## config.mk

```make
export PLATFORM = sky130hd
export DESIGN_NAME = term_serializer
export DESIGN_NICKNAME = d
export VERILOG_FILES = /design/src/rtl/term_pkg.sv /design/src/rtl/digit_recoder.sv /design/src/rtl/low_bit_pick.sv /design/src/rtl/term_serializer.sv
export SDC_FILE = /design/constraint.sdc
export NUM_CORES = 1
export LEC_CHECK = 0
export ABC_AREA = 1
export CORE_MARGIN = 2
export CORE_UTILIZATION = 45
export DETAILED_ROUTE_END_ITERATION = 10
export PLACE_DENSITY_LB_ADDON = 0.25
export SYNTH_ARGS = -nofsm -noshare
export SYNTH_HDL_FRONTEND = slang
export SYNTH_SLANG_ARGS = --single-unit
```

## constraint.sdc

```tcl
create_clock -name clk -period 2.7 [get_ports clk]
set_input_delay 0.54 -clock clk [delete_from_list [all_inputs] [get_ports clk]]
set_output_delay 0.54 -clock clk [all_outputs]
set_load 0.02 [all_outputs]
```

## src/rtl/term_pkg.sv

```systemverilog
package term_pkg;
    parameter int unsigned TP_ACT_W = 16;

    typedef enum logic {
        ENC_PLAIN  = 1'b0,
        ENC_SIGNED = 1'b1
    } enc_mode_e;
endpackage

```

## src/rtl/digit_recoder.sv

```systemverilog
module digit_recoder #(
    parameter int unsigned ACT_W     = 16,
    parameter bit          SIGNED_EN = 1'b1,
    localparam int unsigned DW       = ACT_W + 1
) (
    input  logic [ACT_W-1:0] act,
    input  logic             signed_mode,
    output logic [DW-1:0]    pos_mask,
    output logic [DW-1:0]    neg_mask
);
    logic [DW-1:0] plain_w;
    assign plain_w = {1'b0, act};

    generate
        if (SIGNED_EN) begin : g_naf
            logic [DW-1:0] half_w, tri_w, diff_w;
            always_comb begin
                half_w = plain_w >> 1;
                tri_w  = plain_w + half_w;
                diff_w = half_w ^ tri_w;
                if (signed_mode) begin
                    pos_mask = tri_w & diff_w;
                    neg_mask = half_w & diff_w;
                end else begin
                    pos_mask = plain_w;
                    neg_mask = '0;
                end
            end
        end else begin : g_plain
            logic unused_mode;
            assign unused_mode = signed_mode;
            assign pos_mask    = plain_w;
            assign neg_mask    = '0;
        end
    endgenerate
endmodule

```

## src/rtl/low_bit_pick.sv

```systemverilog
module low_bit_pick #(
    parameter int unsigned N  = 17,
    localparam int unsigned IW = $clog2(N)
) (
    input  logic [N-1:0]  vec,
    output logic [IW-1:0] idx,
    output logic          found,
    output logic          single
);
    always_comb begin
        idx = '0;
        for (int i = N - 1; i >= 0; i--) begin
            if (vec[i]) idx = IW'(i);
        end
    end

    assign found  = |vec;
    assign single = found && ((vec & (vec - N'(1))) == '0);
endmodule

```

## src/rtl/term_serializer.sv

```systemverilog
module term_serializer #(
    parameter int unsigned ACT_W     = term_pkg::TP_ACT_W,
    parameter bit          SIGNED_EN = 1'b1,
    localparam int unsigned DW       = ACT_W + 1,
    localparam int unsigned PW       = $clog2(DW)
) (
    input  logic             clk,
    input  logic             rst_n,
    input  logic             in_valid,
    output logic             in_ready,
    input  logic [ACT_W-1:0] in_act,
    input  logic             in_signed,
    output logic             out_valid,
    output logic [PW-1:0]    out_pos,
    output logic             out_neg,
    output logic             out_zero,
    output logic             out_last
);
    import term_pkg::*;

    typedef struct packed {
        logic          busy;
        enc_mode_e     mode;
        logic          zero;
        logic [DW-1:0] pmask;
        logic [DW-1:0] nmask;
    } ser_state_t;

    ser_state_t st_d, st_q;

    logic [DW-1:0] rec_pos, rec_neg;
    logic [DW-1:0] left_w;
    logic [PW-1:0] pick_idx;
    logic          pick_found, pick_single;
    logic          take;
    logic          run_signed;

    digit_recoder #(
        .ACT_W    (ACT_W),
        .SIGNED_EN(SIGNED_EN)
    ) u_rec (
        .act        (in_act),
        .signed_mode(in_signed),
        .pos_mask   (rec_pos),
        .neg_mask   (rec_neg)
    );

    assign left_w = st_q.pmask | st_q.nmask;

    low_bit_pick #(.N(DW)) u_pick (
        .vec   (left_w),
        .idx   (pick_idx),
        .found (pick_found),
        .single(pick_single)
    );

    assign run_signed = (st_q.mode == ENC_SIGNED);
    assign take       = in_valid && in_ready;

    always_comb begin
        st_d = st_q;
        if (st_q.busy) begin
            st_d.pmask[pick_idx] = 1'b0;
            st_d.nmask[pick_idx] = 1'b0;
            if (st_q.zero || pick_single || !pick_found) begin
                st_d.busy = 1'b0;
                st_d.zero = 1'b0;
            end
        end
        if (take) begin
            st_d.busy  = 1'b1;
            st_d.mode  = in_signed ? ENC_SIGNED : ENC_PLAIN;
            st_d.zero  = (in_act == '0);
            st_d.pmask = rec_pos;
            st_d.nmask = rec_neg;
        end
    end

    always_ff @(posedge clk or negedge rst_n) begin
        if (!rst_n) st_q <= '0;
        else        st_q <= st_d;
    end

    assign in_ready  = !st_q.busy;
    assign out_valid = st_q.busy;
    assign out_zero  = st_q.busy && st_q.zero;
    assign out_pos   = st_q.zero ? '0 : pick_idx;
    assign out_neg   = st_q.busy && run_signed && st_q.nmask[pick_idx];
    assign out_last  = st_q.busy && (st_q.zero || pick_single);
endmodule

```

* Word level (Yosys, flattened, before mapping)
Cells that the tools add are included.
Storage, ports and cells: register bits after elaboration 37, input port bits 20, output and inout bits 10
Operators by class: $add $sub $neg 2, order comparisons 2, muxes and demuxes 30, bitwise operators 8, reductions and logical operators 17
Operator list (count):
- $mux W5 | 18
- $and A17 B17 Y17 | 4
- $mux W37 | 1
- $mux W35 | 1
- $mux W17 | 2
- $add A16 B15 Y17 | 1
- $and A15 B17 Y17 | 1
- $logic_not A17 Y1 | 1
- $not A17 Y17 | 1
- $or A17 B17 Y17 | 1
- $reduce_or A17 Y1 | 1
- $sub A17 B1 Y17 const B | 1
- $xor A15 B17 Y17 | 1
- $logic_not A16 Y1 | 1
- $logic_and A1 B1 Y1 | 7
- $lt A5 B6 Y1 const B | 1
- $mux W1 | 6
- $bmux W1 S5 | 1
- $demux W1 S5 | 1
- $ge A5 B1 Y1 const B | 1
- $reduce_bool A2 Y1 | 2
- $logic_not A1 Y1 | 2
- $logic_or A1 B1 Y1 | 2
- $reduce_and A2 Y1 | 1

* Longest topological paths before layout
word-level depth 26, gate-level depth with buffers 21

* Cells and area by module
A second synthesis with hierarchy kept.
Second synthesis, totals: cell total of the unflattened synthesis 627, area total of the unflattened synthesis 3696.0 µm²
Modules (own cells, without submodules):
- term_serializer | times used 1, cells an instance 272, area each 1966.9 µm², seq. area each 925.9 µm²
- digit_recoder | times used 1, cells an instance 271, area each 1322.5 µm², seq. area each 0.0 µm²
- low_bit_pick | times used 1, cells an instance 84, area each 406.6 µm², seq. area each 0.0 µm²

* Least setup slack after synthesis
Ideal clock, no wire load.
path type register -> output, start register st_q[26] in the netlist's numbering, end output out_neg, arrival time 1.955 ns, data required time 2.160 ns, setup slack 0.205 ns, stages on the path, launching flop included 14, cell sequence dfrtp_1 or2_4 clkinv_1 nand2_1 o21ai_1 nand2_1 a21oi_4 inv_2 buf_6 nand4_1 nand3_1 nand2_1 nand3_1 nor2_1
On the way: longest elaborated chain between the ends 14
Ends and longest elaborated chain:
- start, declared | RTL line term_serializer.sv:29 | ser_state_t st_d, st_q;
- start signal, assigned | RTL line term_serializer.sv:81 | else st_q <= st_d;
- $or A17 B17 Y17 | RTL line term_serializer.sv:48 | assign left_w = st_q.pmask | st_q.nmask;
- $mux W5 (10 in a row) | RTL line low_bit_pick.sv:13 | if (vec[i]) idx = IW'(i);
- $bmux W1 S5 | RTL line term_serializer.sv:88 | assign out_neg = st_q.busy && run_signed && st_q.nmask[pick_idx];
- $mux W1 (not written as such) | RTL line term_serializer.sv:88
- $logic_and A1 B1 Y1 | RTL line term_serializer.sv:88
- end, declared | RTL line term_serializer.sv:15 | output logic out_neg,
No other way between the ends. The select of a mux whose other input is x is not followed.

* Worst setup path in the final report
Ends and elaborated chain as after synthesis.

==> reports/results.tsv <==
metric	value	unit
Seq/Total Area, Yosys	26.2	%
Leakage	0.00289	uW
Max-slew headroom	68.5	%
max-cap violations	0	
most common cell after layout, fill and taps aside	buf_4	
worst path bufs/invs	4	
total power	6760	uW
final setup vio count	2	
number of flops mapped to enable cells by yosys	0	
root buffer cell	clkbuf_8	
max-slew violations	0	
GR Overflow Total	0	
endpoints failing hold	0	
DRT Pass-1 Iters	5	
Worst-path clk slew	0.07	ns
clk sinks	37	
Final WS setup	-0.219	ns
final worst path period share	108	%
TNS Setup	-0.436	ns
status	complete, but fails checks	
Post-Syn Area	3530	sq um
Final min period	2.92	ns
WL final	11500	microns
Worst path max stage delay	0.38	ns
vias in the first global route	4166	
Clock Latency Late Sink	0.29	ns
Layout Nets	753	
Die Span Y	92.6	microns
Synth Net Count	582	
Area growth, synth to finish	51.0	%
worst vdd ir	0.616	mV
Overall Global Routing Usage	27.3	%
Synth Register Bits	37	
worst path cell trace	or2_4, clkinv_1, nand2_1, o21ai_2, nand2_2, a21oi_4, buf_12, clkinvlp_4, nand3_2, nand3b_1, nand2_1, nand3_1, nor2_1, buf_4	
top_reg_cell synth	dfrtp_1	
clock skew	0.00897	ns
pin slew with the least headroom to its limit	0.473	ns
share of layout cells above drive strength 1	34.2	%
Hold Path Class	reg -> reg	
critical path class	reg -> out	
number of CTS-inserted buffers	5	
die width	92.6	microns
post-route ant nets	0	
CTS HTree Levels	2	
post-synthesis area per instance	6.56	sq um
failing checks	negative setup slack	
DP Worst Slack	-0.444	ns
GP Congestion	1.00	
vias post-DR	4296	
CTS tree	built	
Util after Layout	69.8	%
CP arrival	2.38	ns
DR WL/cell	14.2	microns
initial drt markers	227	
HPWL Detailed	8880	microns
Worst setup EP type	primary output	
core area	7650	sq um
crit-path most repeated cell	nand2_1	
largest net degree at the start of global routing	38	
# diodes	0	
vias per inst	5.28	
Worst Path Required	2.16	ns
Core Rows	32	
Starting Density	46.2	%
I/O pins	30	
Fill cells	655	
Slowest cell on crit path	dfrtp_1	
commonest cells after routing, fill and taps aside	buf_4 (147), nand2_1 (98), inv_1 (65)	
Synth Warn #	0	
Die ar.	8580	sq um
initial antenna violation count	0	
crit path launch type	flip-flop	
detailed-route DRC error count	0	
deepest clock path buffer count	2	
Peak Freq	343	MHz
Cell Pwr Density	1270	nW/um^2
Port Buf Inserts	29	
crit-path max FO	8	
Async SR Flop Fraction	100	%
global-route wire length before repair	18900	microns
Mapped Cells	539	
CP delay by family, top	simple AND/OR/NAND/NOR gates	
RSZ-0062 raised after global routing	true	
Synth cell types	39	
[layer usage]
layer	up-vias	track usage (%)	wire [microns]	part of all wire (%)
met5	-	0	0	0
met4	0	9.68	274	2.4
met3	26	2.60	371	3.2
met2	112	47.4	5690	49
met1	2028	35.4	5180	45
li1	2130	-	-	-
[logic make-up (layout without fill, tap and decap cells)]
kind of cell | after synthesis | in the layout | synth area share (%)
compound gates | 98 | 98 | 16.5
xor+xnor | 13 | 13 | 3.22
fa+ha+maj | 23 | 23 | 8.36
buf+inv | 100 | 272 | 10.9
flops | 37 | 37 | 26.2
simple gates | 268 | 268 | 34.8
[where the power goes]
part / total, uW / internal [uW] / switching (uW) / leakage (uW)
Clock: 379 / 179 / 200 / 0.0000450
Combinational: 5520 / 2540 / 2980 / 0.00236
Sequential: 862 / 723 / 139 / 0.000490
[cells in the mapped netlist (12+ instances only)]
cell type	number	area [sq um]
nand2_1	108	405
inv_1	72	270
nand3_1	56	280
nor2_1	54	203
dfrtp_1	37	926
a21oi_1	31	155
ha_1	22	275
o21ai_0	20	100
a31oi_1	13	81.3
inv_2	13	48.8
nand4_1	13	81.3
nor3_1	12	60.1
[state kept, by name (all words and copies together) (netlist names)]
signal      flops
st_q           35
out_valid       1
run_signed      1
[path summary, 6_finish.rpt]
path,start,endpoint,slack [ns],cells past startpoint
min in group asynchronous,rst_n,st_q[2]$_DFFE_PN0P_,0.66,2
worst min register to register,run_signed$_DFFE_PN0P_,run_signed$_DFFE_PN0P_,0.51,2
worst max-delay path,st_q[26]$_DFFE_PN0P_,out_neg,-0.22,14
worst max register to register,st_q[26]$_DFFE_PN0P_,st_q[14]$_DFFE_PN0P_,0.21,17
max in group asynchronous,rst_n,out_valid$_DFF_PN0_,1.70,2
worst min-delay path,run_signed$_DFFE_PN0P_,run_signed$_DFFE_PN0P_,0.51,2
[worst register-to-register path, stage by stage (launching register included)]
cell and delay (ns):
dfrtp_1 0.38, or2_4 0.28, clkinv_1 0.07, nand2_1 0.07, o21ai_2 0.16, nand2_2 0.08
a21oi_4 0.15, buf_12 0.15, clkinvlp_4 0.13, buf_4 0.16, buf_4 0.12, buf_4 0.13
nor2_4 0.16, nand2_1 0.10, nand2_1 0.07, nand3_1 0.07, o21ai_1 0.09, inv_1 0.05
[area by class of cell]
| cell class | instances | area (sq um) | area share [%] |
|---|---|---|---|
| Timing Repair Buffer | 176 | 1410 | 26.5 |
| Sequential cell | 37 | 926 | 17.4 |
| Tap cell | 102 | 128 | 2.39 |
| Clock inverter | 2 | 10.0 | 0.188 |
| Multi-Input combinational cell | 402 | 2450 | 45.9 |
| Timing Repair inverter | 1 | 7.51 | 0.141 |
| Inverter | 87 | 329 | 6.17 |
| Clock buffer | 6 | 72.6 | 1.36 |
[what timing repair did]
| item | in CTS | in global routing |
|---|---|---|
| gates resized for setup | 50 | 52 |
| cloned | 1 | 0 |
| pin swaps | 10 | 22 |
| setup endpoints to repair | 16 | 19 |
| hold endpoints to repair | 0 | 0 |
| hold buffers | 0 | 0 |
| setup buffers | 8 | 10 |
[through the flow]
stage               hold slack, ns  std cells  area [sq um]
CTS                          0.503        803          5100
finish                       0.506        813          5340
global placement             0.484        787          4870
floorplan                    0.244        539          3530
global route                 0.516        813          5340
detailed placement           0.483        787          4870
Note: power is estimated with default switching activity, not from simulation.
